**src/rtl/vcall_pkg.sv**
```systemverilog
package vcall_pkg;
    localparam int DATA_W = 8;
    localparam logic [DATA_W-1:0] OP_CALL   = 8'hCD;
    localparam logic [DATA_W-1:0] OP_PREFIX = 8'hED;
    localparam logic [DATA_W-1:0] OP_RETI2  = 8'h4D;
endpackage

```
**src/rtl/vcall_regs.sv**
```systemverilog
module vcall_regs
    import vcall_pkg::*;
#(
    parameter int N_IRQ = 8,
    parameter int IDX_W = 4
) (
    input  logic                       clk,
    input  logic                       rst_n,
    input  logic                       cfg_cs,
    input  logic [IDX_W-1:0]           cfg_idx,
    input  logic [DATA_W-1:0]          cfg_data,
    output logic [N_IRQ*2*DATA_W-1:0]  vec_o,
    output logic [N_IRQ-1:0]           mask_o
);
    localparam int ADDR_W = 2 * DATA_W;
    localparam logic [IDX_W-1:0] IDX_STAGE = IDX_W'(N_IRQ);
    localparam logic [IDX_W-1:0] IDX_MASK  = IDX_W'(N_IRQ + 1);

    typedef struct packed {
        logic [N_IRQ-1:0][ADDR_W-1:0] vec;
        logic [DATA_W-1:0]            stage;
        logic [N_IRQ-1:0]             mask;
    } regs_t;

    regs_t q, d;

    always_comb begin
        d = q;
        if (cfg_cs) begin
            if (cfg_idx == IDX_STAGE) d.stage = cfg_data;
            if (cfg_idx == IDX_MASK)  d.mask  = cfg_data[N_IRQ-1:0];
            for (int k = 0; k < N_IRQ; k++) begin
                if (cfg_idx == IDX_W'(k)) d.vec[k] = {q.stage, cfg_data};
            end
        end
    end

    always_ff @(posedge clk or negedge rst_n) begin
        if (!rst_n) q <= '0;
        else        q <= d;
    end

    assign vec_o  = q.vec;
    assign mask_o = q.mask;
endmodule

```
**src/rtl/vcall_prio.sv**
```systemverilog
module vcall_prio #(
    parameter int N_IRQ = 8,
    parameter int WIN_W = $clog2(N_IRQ)
) (
    input  logic [N_IRQ-1:0] req_i,
    input  logic [N_IRQ-1:0] mask_i,
    input  logic [N_IRQ-1:0] isr_i,
    output logic             any_o,
    output logic [WIN_W-1:0] win_o
);
    logic [N_IRQ-1:0] allowed;
    logic [N_IRQ-1:0] elig;

    // An input may interrupt only if neither it nor a more urgent input is in service.
    for (genvar gi = 0; gi < N_IRQ; gi++) begin : g_allow
        assign allowed[gi] = ~|isr_i[gi:0];
    end

    assign elig  = req_i & mask_i & allowed;
    assign any_o = |elig;

    always_comb begin
        win_o = '0;
        for (int i = N_IRQ - 1; i >= 0; i--) begin
            if (elig[i]) win_o = WIN_W'(i);
        end
    end
endmodule

```
**src/rtl/vcall_seq.sv**
```systemverilog
module vcall_seq
    import vcall_pkg::*;
#(
    parameter int N_IRQ = 8,
    parameter int WIN_W = $clog2(N_IRQ)
) (
    input  logic                      clk,
    input  logic                      rst_n,
    input  logic                      bus_m1,
    input  logic                      bus_iorq,
    input  logic                      bus_mreq,
    input  logic                      bus_rd,
    input  logic [DATA_W-1:0]         bus_din,
    input  logic                      elig_any,
    input  logic [WIN_W-1:0]          win_idx,
    input  logic [N_IRQ*2*DATA_W-1:0] vec_i,
    output logic                      irq_o,
    output logic                      drv_o,
    output logic [DATA_W-1:0]         dout_o,
    output logic                      inhibit_o,
    output logic [N_IRQ-1:0]          isr_o
);
    localparam int ADDR_W = 2 * DATA_W;

    typedef struct packed {
        logic              feed;     // call delivery in progress
        logic              hi_next;  // next operand byte is the high byte
        logic [WIN_W-1:0]  win;
        logic [N_IRQ-1:0]  isr;
        logic              drv;
        logic [DATA_W-1:0] dout;
        logic              inhibit;
        logic              seen_pfx;
        logic              ack_p;
        logic              mrd_p;
        logic              fetch_p;
        logic              irq;
    } seq_t;

    seq_t q, d;

    logic ack, mrd, fetch;
    logic [ADDR_W-1:0] tgt;

    assign ack   = bus_m1 & bus_iorq;
    assign mrd   = bus_mreq & bus_rd & ~bus_m1 & ~bus_iorq;
    assign fetch = bus_m1 & bus_mreq & bus_rd & ~bus_iorq;
    assign tgt   = vec_i[int'(q.win)*ADDR_W +: ADDR_W];

    always_comb begin
        d         = q;
        d.ack_p   = ack;
        d.mrd_p   = mrd;
        d.fetch_p = fetch;

        if (!ack && !mrd) d.drv = 1'b0;

        if (ack && !q.ack_p && !q.feed && elig_any) begin
            d.feed    = 1'b1;
            d.hi_next = 1'b0;
            d.win     = win_idx;
            d.isr     = q.isr | (N_IRQ'(1) << win_idx);
            d.drv     = 1'b1;
            d.dout    = OP_CALL;
            d.inhibit = 1'b1;
        end

        if (mrd && !q.mrd_p && q.feed) begin
            d.drv = 1'b1;
            if (!q.hi_next) begin
                d.dout    = tgt[DATA_W-1:0];
                d.hi_next = 1'b1;
            end else begin
                d.dout = tgt[ADDR_W-1:DATA_W];
                d.feed = 1'b0;
            end
        end

        if (fetch && !q.fetch_p) begin
            d.inhibit  = 1'b0;
            d.seen_pfx = (bus_din == OP_PREFIX);
            if (q.seen_pfx && bus_din == OP_RETI2) begin
                d.isr = q.isr & (q.isr - 1'b1);  // drop the most urgent mark
            end
        end

        d.irq = elig_any & ~d.feed;
    end

    always_ff @(posedge clk or negedge rst_n) begin
        if (!rst_n) q <= '0;
        else        q <= d;
    end

    assign irq_o     = q.irq;
    assign drv_o     = q.drv;
    assign dout_o    = q.dout;
    assign inhibit_o = q.inhibit;
    assign isr_o     = q.isr;
endmodule

```
**src/rtl/vcall_intc.sv**
```systemverilog
module vcall_intc
    import vcall_pkg::*;
#(
    parameter int N_IRQ = 8,
    parameter int IDX_W = 4
) (
    input  logic              clk,
    input  logic              rst_n,
    input  logic [N_IRQ-1:0]  req_i,
    input  logic              cfg_cs,
    input  logic [IDX_W-1:0]  cfg_idx,
    input  logic [7:0]        cfg_data,
    input  logic              bus_m1,
    input  logic              bus_iorq,
    input  logic              bus_mreq,
    input  logic              bus_rd,
    input  logic [7:0]        bus_din,
    output logic              int_o,
    output logic [7:0]        dout_o,
    output logic              dout_en_o,
    output logic              mem_inhibit_o
);
    localparam int WIN_W  = $clog2(N_IRQ);
    localparam int ADDR_W = 2 * DATA_W;

    logic [N_IRQ*ADDR_W-1:0] vec;
    logic [N_IRQ-1:0]        en_mask;
    logic [N_IRQ-1:0]        isr;
    logic                    elig_any;
    logic [WIN_W-1:0]        win_idx;

    vcall_regs #(.N_IRQ(N_IRQ), .IDX_W(IDX_W)) i_regs (
        .clk(clk), .rst_n(rst_n), .cfg_cs(cfg_cs), .cfg_idx(cfg_idx),
        .cfg_data(cfg_data), .vec_o(vec), .mask_o(en_mask)
    );

    vcall_prio #(.N_IRQ(N_IRQ), .WIN_W(WIN_W)) i_prio (
        .req_i(req_i), .mask_i(en_mask), .isr_i(isr),
        .any_o(elig_any), .win_o(win_idx)
    );

    vcall_seq #(.N_IRQ(N_IRQ), .WIN_W(WIN_W)) i_seq (
        .clk(clk), .rst_n(rst_n), .bus_m1(bus_m1), .bus_iorq(bus_iorq),
        .bus_mreq(bus_mreq), .bus_rd(bus_rd), .bus_din(bus_din),
        .elig_any(elig_any), .win_idx(win_idx), .vec_i(vec),
        .irq_o(int_o), .drv_o(dout_en_o), .dout_o(dout_o),
        .inhibit_o(mem_inhibit_o), .isr_o(isr)
    );
endmodule

```
**config.mk**
```make
export PLATFORM = sky130hd
export DESIGN_NAME = vcall_intc
export DESIGN_NICKNAME = d
export VERILOG_FILES = /design/src/rtl/vcall_pkg.sv /design/src/rtl/vcall_regs.sv /design/src/rtl/vcall_prio.sv /design/src/rtl/vcall_seq.sv /design/src/rtl/vcall_intc.sv
export SDC_FILE = /design/constraint.sdc
export NUM_CORES = 1
export LEC_CHECK = 0
export ABC_AREA = 0
export BUFFER_PORTS_ARGS = -buffer_cell sky130_fd_sc_hd__buf_2
export CAP_MARGIN = 40
export CORE_MARGIN = 3
export CORE_UTILIZATION = 45
export CTS_CLUSTER_DIAMETER = 50
export DETAILED_ROUTE_END_ITERATION = 8
export GPL_TIMING_DRIVEN = 0
export SLEW_MARGIN = 20
export SYNTH_ARGS = -nofsm -noshare
export SYNTH_HDL_FRONTEND = slang
export SYNTH_SLANG_ARGS = --single-unit
```
**constraint.sdc**
```tcl
create_clock -name clk -period 3.4 [get_ports clk]
set_input_delay 0.17 -clock clk [delete_from_list [all_inputs] [get_ports clk]]
set_output_delay 0.17 -clock clk [all_outputs]
set_load 0.05 [all_outputs]
```
==> impl_metrics.py <==
metrics = {
    "place": {
        "place_inst": 799,
        "portBuffers": 35,
        "place_area_um2": 8330,
        "post-dp-hpwl_um": 11900,
        "gp_congestion": 0.820,
    },
    "finish": {
        "fin_cells": 836,
        "final_cell_area_um2": 8980,
        "nets": 639,
        "fill_cells": 1444,
        "area_delta_synth_final_pct": 14.6,
        "drive_above_1_share_pct": 45.1,
        "diodes": 0,
    },
    "yosys": {
        "yosysMostFrequentCell": "dfrtp_1",
        "ys_top_cells_by_count": "dfrtp_1, mux2_2, mux4_2, nand2_1, nor2_1",
        "yosysTopAreaCell": "dfrtp_1",
        "synth_top_area_share_pct": 54.9,
        "synthTopCellsByArea": "dfrtp_1, mux2_2, mux4_2",
        "syn_area_um2": 7840,
        "syn-num-nets": 577,
        "async_flop_share_pct": 100,
        "ys_ff_latch": 172,
        "yosysUniqueCellTypes": 47,
        "synth-main-ff-cell": "dfrtp_1",
        "synthCells": 542,
        "yosysWarnings": 0,
        "syn_area_per_cell_um2": 14.5,
        "synth_seq_area_share_pct": 54.9,
        "synth_edf_count": 0,
    },
    "sta": {
        "skew_ns": 0.00687,
        "setup_viol": 0,
        "worst_slew_pin_slew_ns": 0.877,
        "fmax_mhz": 400,
        "max-slew-margin-rel_pct": 41.5,
        "rsz0062_at_grt": "false",
        "slew_viol_final": 0,
        "period_minus_slack_ns": 2.50,
        "finalHoldViolCount": 0,
        "fin_crit_sh_pct": 73.5,
    },
    "floorplan": {
        "start_util_pct": 46.6,
        "ios": 46,
        "die_width_um": 138,
        "core-area_um2": 16800,
        "die_area_um2": 19000,
        "rows": 47,
        "die_h_um": 138,
    },
    "power": {
        "power_w": 0.00716,
        "p_leak_nw": 3.96,
        "powerDensity_nw_per_um2": 798,
        "ir_drop_mv": 0.422,
    },
    "global_route": {
        "grt_util_all_layers_pct": 19.9,
        "grt_pass1_wl_um": 27900,
        "grt-ovfl-total": 0,
        "antenna_found_initial": 1,
        "grt_max_degree": 103,
        "grt_pass1_vias": 4920,
    },
    "critical_path": {
        "crit_type": "reg -> reg",
        "worst_ep_required_time_ns": 3.69,
        "crit_path_end_kind": "flip-flop",
        "cp_max_fo": 10,
        "cp_data_arrival_time_ns": 2.79,
        "worst_setup_path_start_kind": "flip-flop",
    },
    "routing": {
        "ant_nets": 0,
        "drc": 0,
        "drt_wl_total_um": 17900,
        "via_per_inst": 5.68,
        "avgRoutedWirePerCell_um": 21.4,
        "vias": 4747,
        "first_pass_iters": 5,
        "drt_iter0_markers": 267,
    },
    "clock_tree": {
        "clk_path_buf_depth": 2,
        "clk_latency_ns": 0.43,
        "root_buffer": "clkbuf_16",
        "cts.clk_slew.worst_paths_ns": 0.06,
        "cts_max_level": 4,
        "cts.sinks": 172,
        "cts_tree": "yes",
        "post_cts_resized": 0,
        "numCtsBuffers": 17,
    },
    "worst_hold_path": {
        "hp-class": "in -> reg",
    },
    "run_status": {
        "outcome": "completed",
    },
    "job": {
        "drv_cap": 0,
    },
}
repair_timing:
| item | in CTS | in global routing |
|---|---|---|
| endpoints found under the hold margin | 72 | 0 |
| buffers inserted | 0 | 0 |
| hold buffers | 5 | 0 |
layout make-up:
type                    instances  area [um2]  area share [%]
repair buffers                 43         285            3.18
multi-input cells             321        3290            36.6
clock inverters                12         149            1.66
flip-flops and latches        172        4300            47.9
plain buffers                  44         223            2.48
clock buffers                  19         433            4.82
inverters                       5        18.8           0.209
well taps                     220         275            3.07
logic make-up after synthesis:
family	after synthesis	synth area share, %
mux	187	31.4
flops	172	54.9
simple gates	87	6.24
buf+inv	49	3.08
compound gates	47	4.38
critical path: stages (launching register included):
cell	delay [ns]
dfrtp_1	0.32
clkbuf_1	0.53
clkbuf_1	0.69
mux2i_1	0.52
nor2_1	0.08
a21oi_1	0.14
o22ai_1	0.08
metrics by stage:
| stage | hold WS (ns) | TNS, ns | setup WS (ns) | util (%) |
|---|---|---|---|---|
| detailed placement | 0.167 | 0 | 0.928 | 49.6 |
| floorplan | -0.126 | 0 | 1.54 | - |
| finish | 0.0292 | 0 | 0.901 | 53.4 |
| global placement | 0.391 | -64.37 | -0.388 | 49.3 |
| global route | 0.0458 | 0 | 0.762 | 53.4 |
| CTS | 0.0124 | 0 | 0.903 | 53.3 |
layer usage:
layer,GRT usage (%),share of wire (%),vias up
li1,-,-,2131
met1,28.9,48,2511
met2,30.9,47,88
met3,4.57,3.9,15
met4,4.67,0.76,2
met5,0,0.073,-
power breakdown:
part | internal (W) | total [W] | switching, W
Combinational | 0.00113 | 0.00227 | 0.00114
Clock | 0.00115 | 0.00193 | 0.000784
Sequential | 0.00260 | 0.00296 | 0.000363
final timing paths:
path                             startpoint          endpoint  slack (ns)  depth (start not counted)
setup / recovery                i_seq.q[25]   i_seq.dout_o[4]        0.90                          6
hold / removal                     bus_iorq        i_seq.q[3]        0.03                          2
setup reg to reg                i_seq.q[25]   i_seq.dout_o[4]        0.90                          6
hold reg to reg            i_regs.vec_o[11]  i_regs.vec_o[11]        0.50                          1
max in group asynchronous             rst_n  i_regs.vec_o[36]        2.27                          3
min in group asynchronous             rst_n  i_regs.vec_o[92]        0.27                          2
state kept, by name, indices dropped and copies added, names as in the netlist, 8 cells and up:
register	flops
i_regs.vec_o	128
i_seq.q	9
i_regs.mask_o	8
i_regs.q	8
i_seq.dout_o	8
i_seq.isr_o	8
placed cells by master, fill, tap and decap left out, drive strengths merged, types with 2 or more instances in the layout:
master,synthesis,final
dfrtp,172,172
mux2,148,148
buf,28,66
clkbuf,16,35
mux4,32,32
nand2,17,17
nor2,17,17
a21oi,11,11
nor3,9,9
o21ai,8,8
o22ai,8,8
mux2i,7,7
nand3,6,6
nand3b,6,6
or3,6,6
inv,5,5
dlygate4sd3,0,5
nor4,5,5
a211o,5,5
clkinv,0,5
and3,4,4
o31ai,4,4
clkinvlp,0,4
nor3b,4,4
nand2b,3,3
nand4,3,3
bufinv,0,3
o21a,3,3
and2,2,2
nand4b,2,2
No activity file was read; power rests on OpenSTA's default activity.
